--- src/rtl/mstat_pkg.sv ---
package mstat_pkg;

  typedef logic [63:0] stat_t;

  localparam int B_SIE  = 1;
  localparam int B_MIE  = 3;
  localparam int B_SPIE = 5;
  localparam int B_UBE  = 6;
  localparam int B_MPIE = 7;
  localparam int B_SPP  = 8;
  localparam int B_VS   = 9;
  localparam int B_MPP  = 11;
  localparam int B_FS   = 13;
  localparam int B_XS   = 15;
  localparam int B_MPRV = 17;
  localparam int B_SUM  = 18;
  localparam int B_MXR  = 19;
  localparam int B_TVM  = 20;
  localparam int B_TW   = 21;
  localparam int B_TSR  = 22;
  localparam int B_UXL  = 32;
  localparam int B_SXL  = 34;
  localparam int B_SBE  = 36;
  localparam int B_MBE  = 37;
  localparam int B_GVA  = 38;
  localparam int B_MPV  = 39;

  localparam logic [1:0] PRIV_U = 2'd0;
  localparam logic [1:0] PRIV_S = 2'd1;
  localparam logic [1:0] PRIV_M = 2'd3;

  function automatic stat_t bit1(input int pos);
    return stat_t'(1) << pos;
  endfunction

  function automatic stat_t bit2(input int pos);
    return stat_t'(3) << pos;
  endfunction

  function automatic logic [1:0] xl_code(input int xlen);
    return (xlen == 64) ? 2'd2 : 2'd1;
  endfunction

endpackage

--- src/rtl/mstat_legalize.sv ---
module mstat_legalize
  import mstat_pkg::*;
#(
  parameter int XLEN       = 64,
  parameter bit HAS_S      = 1'b1,
  parameter bit HAS_U      = 1'b1,
  parameter bit HAS_H      = 1'b0,
  parameter bit HAS_F      = 1'b1,
  parameter bit HAS_V      = 1'b0,
  parameter bit HAS_CUSTOM = 1'b0,
  parameter bit HAS_MMU    = 1'b1
) (
  input  stat_t old_q,
  input  stat_t cand,
  output stat_t nxt
);

  localparam int         SD_POS = XLEN - 1;
  localparam logic [1:0] XL     = xl_code(XLEN);
  localparam bit         PAGE   = HAS_S && HAS_MMU;

  localparam stat_t M_BASE = bit1(B_MIE) | bit1(B_MPIE) | bit1(B_MPRV)
                           | bit2(B_MPP) | bit1(B_TW) | bit1(B_TSR);
  localparam stat_t M_SUP  = HAS_S ? (bit1(B_SIE) | bit1(B_SPIE) | bit1(B_SPP)) : '0;
  localparam stat_t M_PAGE = PAGE ? (bit1(B_MXR) | bit1(B_SUM) | bit1(B_TVM)) : '0;
  localparam stat_t M_FS   = (HAS_S || HAS_F || HAS_V) ? bit2(B_FS) : '0;
  localparam stat_t M_VS   = HAS_V ? bit2(B_VS) : '0;
  localparam stat_t M_XS   = HAS_CUSTOM ? bit2(B_XS) : '0;
  localparam stat_t M_HYP  = (HAS_S && HAS_H) ? (bit1(B_GVA) | bit1(B_MPV)) : '0;
  localparam stat_t WMASK  = M_BASE | M_SUP | M_PAGE | M_FS | M_VS | M_XS | M_HYP;

  logic [1:0] req_mpp;
  logic [1:0] legal_mpp;
  stat_t      fixed_cand;
  stat_t      merged;
  logic       dirty;

  always_comb begin
    req_mpp = cand[B_MPP +: 2];
    if (!HAS_U)
      legal_mpp = PRIV_M;
    else if (req_mpp == 2'd2 || (req_mpp == PRIV_S && !HAS_S))
      legal_mpp = PRIV_U;
    else
      legal_mpp = req_mpp;
  end

  always_comb begin
    fixed_cand = cand;
    fixed_cand[B_MPP +: 2] = legal_mpp;
    merged = (old_q & ~WMASK) | (fixed_cand & WMASK);
    dirty = (&merged[B_FS +: 2]) | (&merged[B_XS +: 2]) | (&merged[B_VS +: 2]);
    nxt = merged;
    nxt[SD_POS] = dirty;
    if (HAS_U) nxt[B_UXL +: 2] = XL;
    if (HAS_S) nxt[B_SXL +: 2] = XL;
  end

endmodule

--- src/rtl/mstat_event.sv ---
module mstat_event
  import mstat_pkg::*;
#(
  parameter int XLEN  = 64,
  parameter bit HAS_U = 1'b1,
  parameter bit HAS_V = 1'b0
) (
  input  stat_t            old_q,
  input  logic [1:0]       cur_priv,
  input  logic             trap_enter,
  input  logic             trap_virt,
  input  logic             trap_gva,
  input  logic             trap_return,
  input  logic             m_wr_en,
  input  logic [XLEN-1:0]  m_wr_data,
  input  logic             s_wr_en,
  input  logic [XLEN-1:0]  s_wr_data,
  output logic             update,
  output stat_t            cand
);

  localparam stat_t SW_MASK = bit1(B_SIE) | bit1(B_SPIE) | bit1(B_SPP)
                            | bit2(B_FS) | bit2(B_XS) | bit1(B_SUM) | bit1(B_MXR)
                            | (HAS_V ? bit2(B_VS) : '0);
  localparam logic [1:0] LOW_PRIV = HAS_U ? PRIV_U : PRIV_M;

  stat_t wide_m;
  stat_t wide_s;

  generate
    if (XLEN == 64) begin : g_w64
      assign wide_m = stat_t'(m_wr_data);
      assign wide_s = stat_t'(s_wr_data);
    end else begin : g_w32
      assign wide_m = {old_q[63:32], m_wr_data};
      assign wide_s = {old_q[63:32], s_wr_data};
    end
  endgenerate

  always_comb begin
    cand   = old_q;
    update = trap_enter | trap_return | m_wr_en | s_wr_en;
    if (trap_enter) begin
      cand[B_MPIE]      = old_q[B_MIE];
      cand[B_MPP +: 2]  = cur_priv;
      cand[B_MIE]       = 1'b0;
      cand[B_MPV]       = trap_virt;
      cand[B_GVA]       = trap_gva;
    end else if (trap_return) begin
      cand[B_MIE]       = old_q[B_MPIE];
      cand[B_MPIE]      = 1'b1;
      cand[B_MPP +: 2]  = LOW_PRIV;
    end else if (m_wr_en) begin
      cand = wide_m;
    end else if (s_wr_en) begin
      cand = (old_q & ~SW_MASK) | (wide_s & SW_MASK);
    end
  end

endmodule

--- src/rtl/mstat_views.sv ---
module mstat_views
  import mstat_pkg::*;
#(
  parameter int XLEN  = 64,
  parameter bit HAS_V = 1'b0
) (
  input  stat_t            q,
  output logic [XLEN-1:0]  m_view,
  output logic [XLEN-1:0]  s_view,
  output logic [31:0]      h_view
);

  localparam stat_t SR_MASK = bit1(B_SIE) | bit1(B_SPIE) | bit1(B_UBE) | bit1(B_SPP)
                            | bit2(B_FS) | bit2(B_XS) | bit1(B_SUM) | bit1(B_MXR)
                            | bit2(B_UXL) | bit1(XLEN - 1)
                            | (HAS_V ? bit2(B_VS) : '0);
  localparam logic [31:0] H_MASK = (32'd1 << (B_SBE - 32)) | (32'd1 << (B_MBE - 32));

  stat_t s_full;
  assign s_full = q & SR_MASK;

  generate
    if (XLEN == 64) begin : g_w64
      assign m_view = q;
      assign s_view = s_full;
      assign h_view = '0;
    end else begin : g_w32
      assign m_view = q[31:0];
      assign s_view = s_full[31:0];
      assign h_view = q[63:32] & H_MASK;
    end
  endgenerate

endmodule

--- src/rtl/mstat_unit.sv ---
module mstat_unit
  import mstat_pkg::*;
#(
  parameter int XLEN       = 64,
  parameter bit HAS_S      = 1'b1,
  parameter bit HAS_U      = 1'b1,
  parameter bit HAS_H      = 1'b0,
  parameter bit HAS_F      = 1'b1,
  parameter bit HAS_V      = 1'b0,
  parameter bit HAS_CUSTOM = 1'b0,
  parameter bit HAS_MMU    = 1'b1,
  parameter bit BIG_ENDIAN = 1'b0
) (
  input  logic             clk,
  input  logic             rst,
  input  logic [1:0]       cur_priv,
  input  logic             trap_enter,
  input  logic             trap_virt,
  input  logic             trap_gva,
  input  logic             trap_return,
  input  logic             m_wr_en,
  input  logic [XLEN-1:0]  m_wr_data,
  input  logic             s_wr_en,
  input  logic [XLEN-1:0]  s_wr_data,
  output logic [XLEN-1:0]  mstat_rd,
  output logic [XLEN-1:0]  sstat_rd,
  output logic [31:0]      mstath_rd,
  output logic             tlb_flush,
  output logic             m_irq_en
);

  localparam stat_t INIT  = BIG_ENDIAN ? (bit1(B_UBE) | bit1(B_SBE) | bit1(B_MBE)) : '0;
  localparam stat_t FMASK = bit2(B_MPP) | bit1(B_MPRV) | bit1(B_MXR) | bit1(B_SUM);

  stat_t q;
  stat_t cand;
  stat_t nxt;
  stat_t rst_val;
  logic  update;
  logic  past_ok;

  mstat_event #(.XLEN(XLEN), .HAS_U(HAS_U), .HAS_V(HAS_V)) u_event (
    .old_q(q), .cur_priv(cur_priv),
    .trap_enter(trap_enter), .trap_virt(trap_virt), .trap_gva(trap_gva),
    .trap_return(trap_return),
    .m_wr_en(m_wr_en), .m_wr_data(m_wr_data),
    .s_wr_en(s_wr_en), .s_wr_data(s_wr_data),
    .update(update), .cand(cand)
  );

  mstat_legalize #(
    .XLEN(XLEN), .HAS_S(HAS_S), .HAS_U(HAS_U), .HAS_H(HAS_H), .HAS_F(HAS_F),
    .HAS_V(HAS_V), .HAS_CUSTOM(HAS_CUSTOM), .HAS_MMU(HAS_MMU)
  ) u_legal (
    .old_q(q), .cand(cand), .nxt(nxt)
  );

  // reset value passes through the same legalization as a write
  mstat_legalize #(
    .XLEN(XLEN), .HAS_S(HAS_S), .HAS_U(HAS_U), .HAS_H(HAS_H), .HAS_F(HAS_F),
    .HAS_V(HAS_V), .HAS_CUSTOM(HAS_CUSTOM), .HAS_MMU(HAS_MMU)
  ) u_legal_rst (
    .old_q(INIT), .cand(INIT), .nxt(rst_val)
  );

  always_ff @(posedge clk) begin
    if (rst) begin
      q         <= rst_val;
      tlb_flush <= 1'b0;
      past_ok   <= 1'b0;
    end else begin
      past_ok   <= 1'b1;
      tlb_flush <= update && (|((nxt ^ q) & FMASK));
      if (update) q <= nxt;
    end
  end

  mstat_views #(.XLEN(XLEN), .HAS_V(HAS_V)) u_views (
    .q(q), .m_view(mstat_rd), .s_view(sstat_rd), .h_view(mstath_rd)
  );

  assign m_irq_en = (cur_priv != PRIV_M) || q[B_MIE];

  // stored MPP is never the reserved code
  p_mpp_legal_r3: assert property (@(posedge clk) disable iff (rst)
    past_ok |-> q[B_MPP +: 2] != 2'd2);

  // SD agrees with the state fields
  p_sd_track_r4: assert property (@(posedge clk) disable iff (rst)
    past_ok |-> q[XLEN-1] == ((&q[B_FS +: 2]) | (&q[B_XS +: 2]) | (&q[B_VS +: 2])));

  // width encoding stays pinned
  p_uxl_fixed_r5: assert property (@(posedge clk) disable iff (rst)
    (past_ok && HAS_U) |-> q[B_UXL +: 2] == xl_code(XLEN));

  // any change of a translation field comes with a flush
  p_flush_on_change_r6: assert property (@(posedge clk) disable iff (rst)
    (past_ok && $past(past_ok) && ((q & FMASK) != $past(q & FMASK))) |-> tlb_flush);

  // trap entry disables machine interrupts
  p_trap_mie_r7: assert property (@(posedge clk) disable iff (rst)
    trap_enter |=> !q[B_MIE]);

  // trap return sets MPIE
  p_ret_mpie_r8: assert property (@(posedge clk) disable iff (rst)
    (trap_return && !trap_enter) |=> q[B_MPIE]);

endmodule

--- config.mk ---
export PLATFORM = sky130hd
export DESIGN_NAME = mstat_unit
export DESIGN_NICKNAME = d
export VERILOG_FILES = /design/src/rtl/mstat_pkg.sv /design/src/rtl/mstat_legalize.sv /design/src/rtl/mstat_event.sv /design/src/rtl/mstat_views.sv /design/src/rtl/mstat_unit.sv
export SDC_FILE = /design/constraint.sdc
export NUM_CORES = 1
export LEC_CHECK = 0
export BUFFER_PORTS_ARGS = -buffer_cell sky130_fd_sc_hd__buf_2
export CORE_AREA = 10 10 108 110
export DETAILED_ROUTE_END_ITERATION = 7
export DIE_AREA = 0 0 118 120
export PLACE_DENSITY = 0.64
export SLEW_MARGIN = 20
export SYNTH_ARGS = -nofsm -noshare
export SYNTH_HDL_FRONTEND = slang
export SYNTH_SLANG_ARGS = --single-unit
--- constraint.sdc ---
create_clock -name clk -period 1.3 [get_ports clk]
set_input_delay 0.13 -clock clk [delete_from_list [all_inputs] [get_ports clk]]
set_output_delay 0.13 -clock clk [all_outputs]
set_load 0.01 [all_outputs]
Yosys cells after proc, flatten, opt, wreduce, memory -nomap -nowiden
Index checks and enable logic that the tools add are counted.
- register bits after elaboration: 61
- logic and storage cells: 35
- equality and inequality tests: 2
- muxes and demuxes: 17
- bitwise logic cells: 8
- reduce and logical (&&, ||, !) cells: 6
- operators with widths (cell ; count):
    $or A63 B23 Y63 ; 1
    $mux W23 ; 2
    $or A23 B20 Y23 ; 1
    $mux W10 ; 2
    $xor A20 B20 Y20 ; 1
    $mux W2 ; 7
    $mux W1 ; 6
    $reduce_and A2 Y1 ; 3
    $or A1 B1 Y1 ; 5
    $reduce_or A5 Y1 ; 1
    $eq A2 B2 Y1 const B ; 1
    $ne A2 B2 Y1 const B ; 1
    $logic_and A1 B1 Y1 ; 1
    $logic_or A1 B1 Y1 ; 1

Depth between registers and ports, before layout
Gate-level depths: netlist (run 1).
- depth in word-level cells: 11
- gate-level depth with buffers: 7
- mapped depth without buffers: 5

Modules after synthesis
From an unflattened synthesis (run 1), not the netlist that was laid out.
- cells, all modules: 566
- area, all modules: 6267.3 um2
- modules (own cells, without submodules) (module ; times used ; cells an instance ; area each (um2) ; seq. area each (um2)):
    mstat_unit ; 1 ; 147 ; 2950.3 ; 1941.9
    mstat_views ; 1 ; 161 ; 1204.9 ; 0.0
    mstat_event ; 1 ; 122 ; 1118.6 ; 0.0
    mstat_legalize ; 2 ; 68 ; 496.7 ; 0.0

Worst setup path after synthesis (run 1)
OpenSTA, ideal clock, no wires.
- kind: reg2reg
- start: register q[12]
- end: register tlb_flush
- library setup time: 0.091 ns
- data arrival time: 1.237 ns
- required time: 1.209 ns
- path slack: -0.028 ns
- cell stages (with the launch flop): 6
- path buffers: 0
- period minus slack after synthesis: 1.328 ns
- cells stage by stage: dfxtp_1 -> mux2_1 -> a22oi_1 -> nor2_2 -> xnor2_1 -> a311oi_1
- longest elaborated chain between the ends: 11
- RTL lines (what ; RTL line ; source):
    from (decl) ; mstat_unit.sv:35 ; stat_t q;
    from (signal assigned) ; mstat_unit.sv:68 ; q <= rst_val;
    from (signal assigned) ; mstat_unit.sv:74 ; if (update) q <= nxt;
    $or A23 B20 Y23 ; mstat_event.sv:56 ; cand = (old_q & ~SW_MASK) | (wide_s & SW_MASK);
    $mux W23 ; mstat_event.sv:55 ; end else if (s_wr_en) begin
    $mux W23 ; mstat_event.sv:53 ; end else if (m_wr_en) begin
    $mux W2 ; mstat_event.sv:49 ; end else if (trap_return) begin
    $mux W2 ; mstat_event.sv:43 ; if (trap_enter) begin
    $eq A2 B2 Y1 ; mstat_legalize.sv:42 ; else if (req_mpp == 2'd2 || (req_mpp == PRIV_S && !HAS_S))
    $mux W2 ; mstat_legalize.sv:42 ;
    $or A63 B23 Y63 ; mstat_legalize.sv:51 ; merged = (old_q & ~WMASK) | (fixed_cand & WMASK);
    $xor A20 B20 Y20 * ; mstat_unit.sv:73 ; tlb_flush <= update && (|((nxt ^ q) & FMASK));
    $reduce_or A5 Y1 * ; mstat_unit.sv:73 ;
    $logic_and A1 B1 Y1 * ; mstat_unit.sv:73 ;
    to (signal assigned) ; mstat_unit.sv:73 ;
    to (decl) ; mstat_unit.sv:28 ; output logic tlb_flush,
Mark *: on every way between the ends. The rest lies on a longest branch, timed or not.
A chain may end at the register's enable or synchronous reset.

Final worst setup path (run 1)
- start: register q[11]
- end: register tlb_flush
The elaborated chain is that of the path after synthesis.

==> flow_summary.ini, run 1 <==
[outcome]
status = finished clean

[die]
io_pins = 300
die-width_um = 118
rows = 36
core_um2 = 9550
floorplan.initialDensity_pct = 20.6
dieArea_um2 = 14200
die_h_um = 120

[yosys]
yosys.area_share.simple_pct = 9.20
synth-main-ff-cell = dfxtp_1
synthMuxAreaShare_pct = 2.66
synth_xor_area_share_pct = 0.888
yosysTopAreaCell = buf_4
synth_fa_ha_area_share_pct = 0
synthesis.area_um2 = 1970
yosys_warnings = 0
ys_seq_elements = 17
synth_edf_count = 0
avgSynthCellArea_um2 = 8.02
synth_top_family_by_area = buffers and inverters
synth_area_leaders = buf_4 55%, dfxtp_1 17%, nor2_1 2.1%
synth_compound_area_share_pct = 11.7
synth.yosys.seq_area_share_pct = 17.3
netlist_instances = 246
async_flop_share_pct = 0
synth_top_area_share_pct = 55.2
yosysUniqueCellTypes = 39

[detailed_routing]
wl_met2_um = 2840
vias = 1412
routedWlPerCell_um = 13.0
wl_um = 5790
drcViolationCount = 0
dr.pass1.iters = 3
wl_met1_um = 2020
ant_nets = 0
vias_per_cell = 3.17
drtIter0Drc = 20
met3_length_um = 884
dr.max_layer_used = met5

[timing]
skew_ns = 0.00214
min_period_over_period_pct = 99.5
grt_setup_unrepaired = yes
clock.fmax_mhz = 773
setup_slack_ns = 0.00629
finalCriticalPeriod_ns = 1.29
hold_viol = 0
setup_tns_ns = 0
slew_viol_final = 0
setup_viol = 0

[global_routing]
grt_max_degree = 15
grt.total_usage_pct = 7.33
first_global_vias = 1643
grt_first_pass_wirelength_um = 8470
grt_antenna_before_repair = 1
overflow = 0

[worst_setup_path]
worstSetupStartpoint = q[11]
cp_max_fo = 2
worstSetupPathType = register to register
worstRegToRegCells = 5
crit_required_ns = 1.47
cp-start-kind = register
arrival_ns = 1.46
cp-endpoint = tlb_flush
reg2reg_from = q[11]
ff2ff_setup_slack_ns = 0.006
end_kind = register
r2r_end = tlb_flush

[cts]
clock_sinks = 17
root_buffer = clkbuf_8
htree_levels = 1
cts_hold_buffers = 0
cts_tree = built
numCtsBuffers = 3
cts.clk_slew.worst_paths_ns = 0.07
worst_skew_pair.late_latency_ns = 0.25
cts_buffer_depth = 2

[placed_design]
gp_congestion = 0.786
io_buffers = 55
hpwl_um = 5360
post-place-ws_ns = -0.176

[run]
cap_violations = 0

[power]
peakVddDrop_uv = 259
power_density_nw_per_um2 = 749
leakage_nw = 1.13

[layout]
multiInputGateArea_um2 = 1010
antenna_cells = 0
nets = 451
final_common_cell = conb_1
area_growth_pct = 2.60
seq_area_um2 = 343
nFillCells = 1117
drive_gt1_share_pct = 30.4
final_cell_mix = 136 x conb_1, 55 x buf_2, 23 x buf_4

[worst_hold_path]
worst_hold_path_type = primary input to register
[Yosys cell counts (all sizes together) (2+ instances only)]
master and instances:
buf 149, dfxtp 17, nor2 13, nand2 9
a21oi 7, nand3 7, a211oi 5, o22ai 5
nor3 4, inv 3, mux2i 3, conb 2
mux2 2, nor2b 2, xnor2 2
[cell type report]
cell class | count | share of cell area, %
Timing Repair Buffer | 78 | 22.1
Inverter | 3 | 0.680
Multi-Input combinational cell | 210 | 49.7
Clock inverter | 1 | 0.247
Sequential cell | 17 | 16.9
Tap cell | 133 | 8.23
Clock buffer | 3 | 2.04
[critical path: stages, from the launching register on]
cell      delay, ns
dfxtp_2        0.32
mux2_4         0.27
a21boi_2       0.19
nor2_2         0.06
xnor2_1        0.12
a311oi_1       0.25
[worst min-delay path by stage]
stage | startpoint | end | slack (ns) | cells after the start
4_1_cts | rst | q[14] | 0.09 | 2
5_1_grt | rst | q[14] | 0.11 | 2
6_report | rst | q[14] | 0.09 | 2
3_3_place_gp | rst | q[14] | 0.38 | 2
2_1_floorplan | m_wr_data[20] | q[20] | 0.29 | 2
3_5_place_dp | rst | q[14] | 0.37 | 2
[power by group]
part           switching, mW  leakage, nW  total, mW  internal [mW]
registers             0.0223        0.140      0.572          0.550
logic                  0.367        0.962      0.532          0.165
clock network          0.199       0.0255      0.411          0.213
total                  0.588         1.13       1.52          0.928
[through the flow]
step	utilization (%)	cells	area, µm²	power [mW]	hold slack [ns]
final	21.2	445	2020	1.52	0.0931
after global routing	21.2	445	2020	1.62	0.112
after CTS	21.2	445	2020	1.52	0.0914
after detailed placement	20.5	440	1960	1.09	0.371
after global placement	20.5	440	1960	1.08	0.380
after floorplan	-	380	2480	1.23	0.290
[kinds of logic after synthesis]
kind of cell           count (synthesis)
buffers and inverters                153
AND/OR/NAND/NOR                       37
AO/OA/AOI/OAI                         30
flip-flops                            17
multiplexers                           5
XOR/XNOR                               2
other                                  2
[metal layers]
metal	track usage, %	up-vias
met5	0	-
met4	1.00	2
met3	5.49	4
met2	13.2	111
met1	6.71	635
li1	-	660
[timing repair]
action                                  CTS  global route
pin swaps                                 4             1
hold endpoints to repair                  0             0
resized for setup                         3             1
endpoints found under the setup margin    1             1
gates cloned                              0             0
buffers inserted                          1             0
No activity file was read; power rests on OpenSTA's default activity.
==> inputs of run 2 (changes only) <==
--- a/config.mk
+++ b/config.mk
@@ -10,6 +10,7 @@
 export DETAILED_ROUTE_END_ITERATION = 7
 export DIE_AREA = 0 0 118 120
 export PLACE_DENSITY = 0.64
+export RECOVER_POWER = 50
 export SLEW_MARGIN = 20
 export SYNTH_ARGS = -nofsm -noshare
 export SYNTH_HDL_FRONTEND = slang
==> flow_summary.ini, run 2 (synthesis gave the netlist of run 1 again) <==
[power]
peakVddDrop_uv = 259
power_density_nw_per_um2 = 755
p_total_mw = 1.51
leakage_nw = 1.06

[worst_setup_path]
arrival_ns = 1.46
worst-path-buf-inv = 0
max_stage_delay_ns = 0.32
cp-endpoint = tlb_flush
slowest_stage = dfxtp_2
worstSetupPathType = register to register
worstSetupStartpoint = q[11]
cp.depth = 5
cp_top_family = compound AO/OA/AOI/OAI gates
ff2ff_setup_slack_ns = 0.006
cp-start-kind = register
worstRegToRegCells = 5
r2r_end = tlb_flush
end_kind = register
reg2reg_from = q[11]
cp_max_fo = 2
worstPathCellList = mux2_4 > a21boi_2 > nor2_2 > xnor2_1 > a311oi_1
crit_required_ns = 1.47

[timing]
slew_viol_final = 0
setup_slack_ns = 0.00596
setup_viol = 0
setup_tns_ns = 0
grt_setup_unrepaired = yes
clock.fmax_mhz = 773
hold_viol = 0
finalCriticalPeriod_ns = 1.29
min_period_over_period_pct = 99.5
skew_ns = 0.00222

[global_routing]
met1_usage_pct = 6.71
grt_use_met2_pct = 13.2
grt_first_pass_wirelength_um = 8470
first_global_vias = 1643
grt.total_usage_pct = 7.33
grt_max_degree = 15
overflow = 0
grt_antenna_before_repair = 1
busiest_layer = met2
grt.met3_usage_pct = 5.49

[detailed_routing]
wl_um = 5820
drcViolationCount = 0
drtIter0Drc = 35
ant_nets = 0
vias = 1416
dr.pass1.iters = 4
vias_per_cell = 3.18
routedWlPerCell_um = 13.1

[die]
die-width_um = 118
rows = 36
dieArea_um2 = 14200
io_pins = 300
die_h_um = 120
floorplan.initialDensity_pct = 20.6
core_um2 = 9550

[layout]
drive_gt1_share_pct = 25.0
area_growth_pct = 1.21
final_cell_mix = 136 x conb_1, 40 x buf_2, 22 x buf_4
final_common_cell = conb_1
fin_cells = 445
antenna_cells = 0
nets = 451
final_util_pct = 20.9

[placed_design]
dp_cells = 440
post-place-ws_ns = -0.176
gp_congestion = 0.786
io_buffers = 55
hpwl_um = 5360

[cts]
root_buffer = clkbuf_8
cts_hold_buffers = 0
clock_sinks = 17
worst_skew_pair.late_latency_ns = 0.25
cts_tree = built
cts.clk_slew.worst_paths_ns = 0.07
cts_buffer_depth = 2
htree_levels = 1
numCtsBuffers = 3

[outcome]
status = finished clean

[worst_hold_path]
worst_hold_path_type = primary input to register
min_path_cells = 2

[run]
cap_violations = 0
-- run 2: worst min-delay path by stage --
stage / slack (ns) / from / to
floorplan: 0.29 / m_wr_data[20] / q[20]
global placement: 0.38 / rst / q[14]
detailed placement: 0.37 / rst / q[14]
CTS: 0.09 / rst / q[14]
global route: 0.13 / rst / q[14]
finish: 0.11 / rst / q[14]
-- run 2: per-layer routing --
layer	part of all wire, %	wire [µm]
met5	0.22	13
met4	0.40	23
met3	15	885
met2	49	2850
met1	35	2050
-- run 2: where the power goes --
part	internal, mW	switching [mW]	leakage, nW
logic	0.157	0.366	0.899
clock network	0.213	0.198	0.0255
registers	0.550	0.0231	0.140
total	0.919	0.588	1.06
-- run 2: repair_timing --
action | 4_1_cts | 5_1_grt
buffers inserted | 1 | 0
resized for setup | 3 | 1
setup endpoints to repair | 1 | 1
pin swaps | 4 | 1
endpoints found under the hold margin | 0 | 0
-- run 2: final cells by class --
type,instances,area (µm²)
Clock buffer,3,41.3
Inverter,3,13.8
Clock inverter,1,5.00
Multi-Input combinational cell,210,1000
Timing Repair Buffer,78,425
Tap cell,133,166
Fill cell,1122,7550
Sequential cell,17,343
-- run 2: per-stage QoR --
step	hold slack (ns)	area [µm²]
after floorplan	0.290	2480
after global placement	0.380	1960
after detailed placement	0.371	1960
after CTS	0.0914	2020
after global routing	0.127	2000
final	0.105	2000
==> inputs of run 3 (changes only) <==
--- a/config.mk
+++ b/config.mk
@@ -6,10 +6,12 @@
 export NUM_CORES = 1
 export LEC_CHECK = 0
 export BUFFER_PORTS_ARGS = -buffer_cell sky130_fd_sc_hd__buf_2
-export CORE_AREA = 10 10 108 110
+export CELL_PAD_IN_SITES_DETAIL_PLACEMENT = 2
+export CELL_PAD_IN_SITES_GLOBAL_PLACEMENT = 2
+export CORE_MARGIN = 10
+export CORE_UTILIZATION = 11
 export DETAILED_ROUTE_END_ITERATION = 7
-export DIE_AREA = 0 0 118 120
-export PLACE_DENSITY = 0.64
+export PLACE_DENSITY = 0.78
 export RECOVER_POWER = 50
 export SLEW_MARGIN = 20
 export SYNTH_ARGS = -nofsm -noshare
==> flow_summary.ini, run 3 (synthesis gave the netlist of run 1 again) <==
[outcome]
status = finished with violations
violations = negative setup slack

[placed_design]
dp_cells = 534
postPlaceCellArea_um2 = 2100
io_buffers = 55
post-place-ws_ns = -0.230
hpwl_um = 6520
gp_congestion = 0.731

[layout]
final_common_cell = conb_1
nFillCells = 2167
seq_area_um2 = 342
final_area_um2 = 2170
final_cell_mix = 136 x conb_1, 40 x buf_2, 22 x buf_4
final_util_pct = 12.5
area_growth_pct = 10.2
fin_cells = 539
drive_gt1_share_pct = 25.2
nets = 452
multiInputGateArea_um2 = 1010

[detailed_routing]
routedWlPerCell_um = 13.3
wl_um = 7150
drtIter0Drc = 25
vias_per_cell = 2.65
drcViolationCount = 0
ant_nets = 0
vias = 1427
dr.pass1.iters = 4

[global_routing]
overflow = 0
grt_antenna_before_repair = 3
first_global_vias = 1689
grt_first_pass_wirelength_um = 10300
grt_max_degree = 17
grt.total_usage_pct = 5.47

[power]
p_int_mw = 1.13
seq_power_share_pct = 32.3
leakage_nw = 1.09
sw_frac_of_total_pct = 36.4
switchingPower_mw = 0.645
p_total_mw = 1.77
power_density_nw_per_um2 = 816
clkPwrFrac_pct = 36.7
peakVddDrop_uv = 388
p_comb_share_pct = 31.0

[timing]
setup_slack_ns = -0.0924
setup_viol = 1
slew_viol_final = 0
clock.fmax_mhz = 718
timing.hold.ws_ns = 0.138
hold_viol = 0
min_period_over_period_pct = 107
grt_setup_unrepaired = yes
setup_tns_ns = -0.0924
skew_ns = 0.00150
finalCriticalPeriod_ns = 1.39

[die]
floorplan.initialDensity_pct = 11.3
io_pins = 300
core_um2 = 17400
dieArea_um2 = 23700
die-width_um = 154
rows = 48
die_h_um = 154

[worst_setup_path]
cp_max_fo = 2
cp-start-kind = register
arrival_ns = 1.54
crit_required_ns = 1.45
worstRegToRegCells = 5
worstSetupPathType = register to register
end_kind = register

[cts]
worst_skew_pair.late_latency_ns = 0.25
cts_tree = built
htree_levels = 1
numCtsBuffers = 3
cts.clk_slew.worst_paths_ns = 0.06
clock_sinks = 17
root_buffer = clkbuf_16
cts_buffer_depth = 2

[worst_hold_path]
worst_hold_path_type = primary input to register
min_path_cells = 3

[run]
cap_violations = 0
==> run 3: metal layers <==
| layer | GRT usage [%] | vias to the layer above | part of all wire [%] |
|---|---|---|---|
| met5 | 0 | - | 0.38 |
| met4 | 1.12 | 4 | 0.88 |
| met3 | 3.43 | 10 | 13 |
| met2 | 10.2 | 101 | 52 |
| met1 | 4.90 | 650 | 34 |
| li1 | - | 662 | - |
==> run 3: layout make-up <==
class | instances | share of cell area [%]
Clock inverter | 1 | 0.230
Clock buffer | 3 | 3.46
Antenna cell | 1 | 0.115
Tap cell | 225 | 13.0
Inverter | 3 | 0.634
Timing Repair Buffer | 79 | 20.5
Sequential cell | 17 | 15.7
Multi-Input combinational cell | 210 | 46.4
==> run 3: path summary, 6_finish.rpt <==
kind            startpoint   endpoint  slack (ns)
min reg2reg          q[21]      q[21]        0.46
max                  q[12]  tlb_flush       -0.09
min          m_wr_data[21]      q[21]        0.14
max reg2reg          q[12]  tlb_flush       -0.09
==> run 3: critical path: stages, from the launching register on <==
cell and delay, ns:
dfxtp_2 0.32, mux2_4 0.26, a22oi_2 0.17, nor2_2 0.08, xnor2_1 0.14, a311oi_1 0.31
==> run 3: repair_timing <==
action,CTS,global route
buffers inserted,1,0
hold buffers,0,0
gates resized for setup,1,2
setup endpoints to repair,2,2
endpoints found under the hold margin,0,0
pin swaps,3,2
cloned,0,0
==> run 3: power groups by stage <==
stage	Clock, mW	Combinational, mW	Sequential, mW
global placement	0	0.521	0.583
floorplan	0	0.639	0.595
finish	0.651	0.549	0.572
global route	0.710	0.615	0.577
detailed placement	0	0.533	0.584
CTS	0.679	0.539	0.573
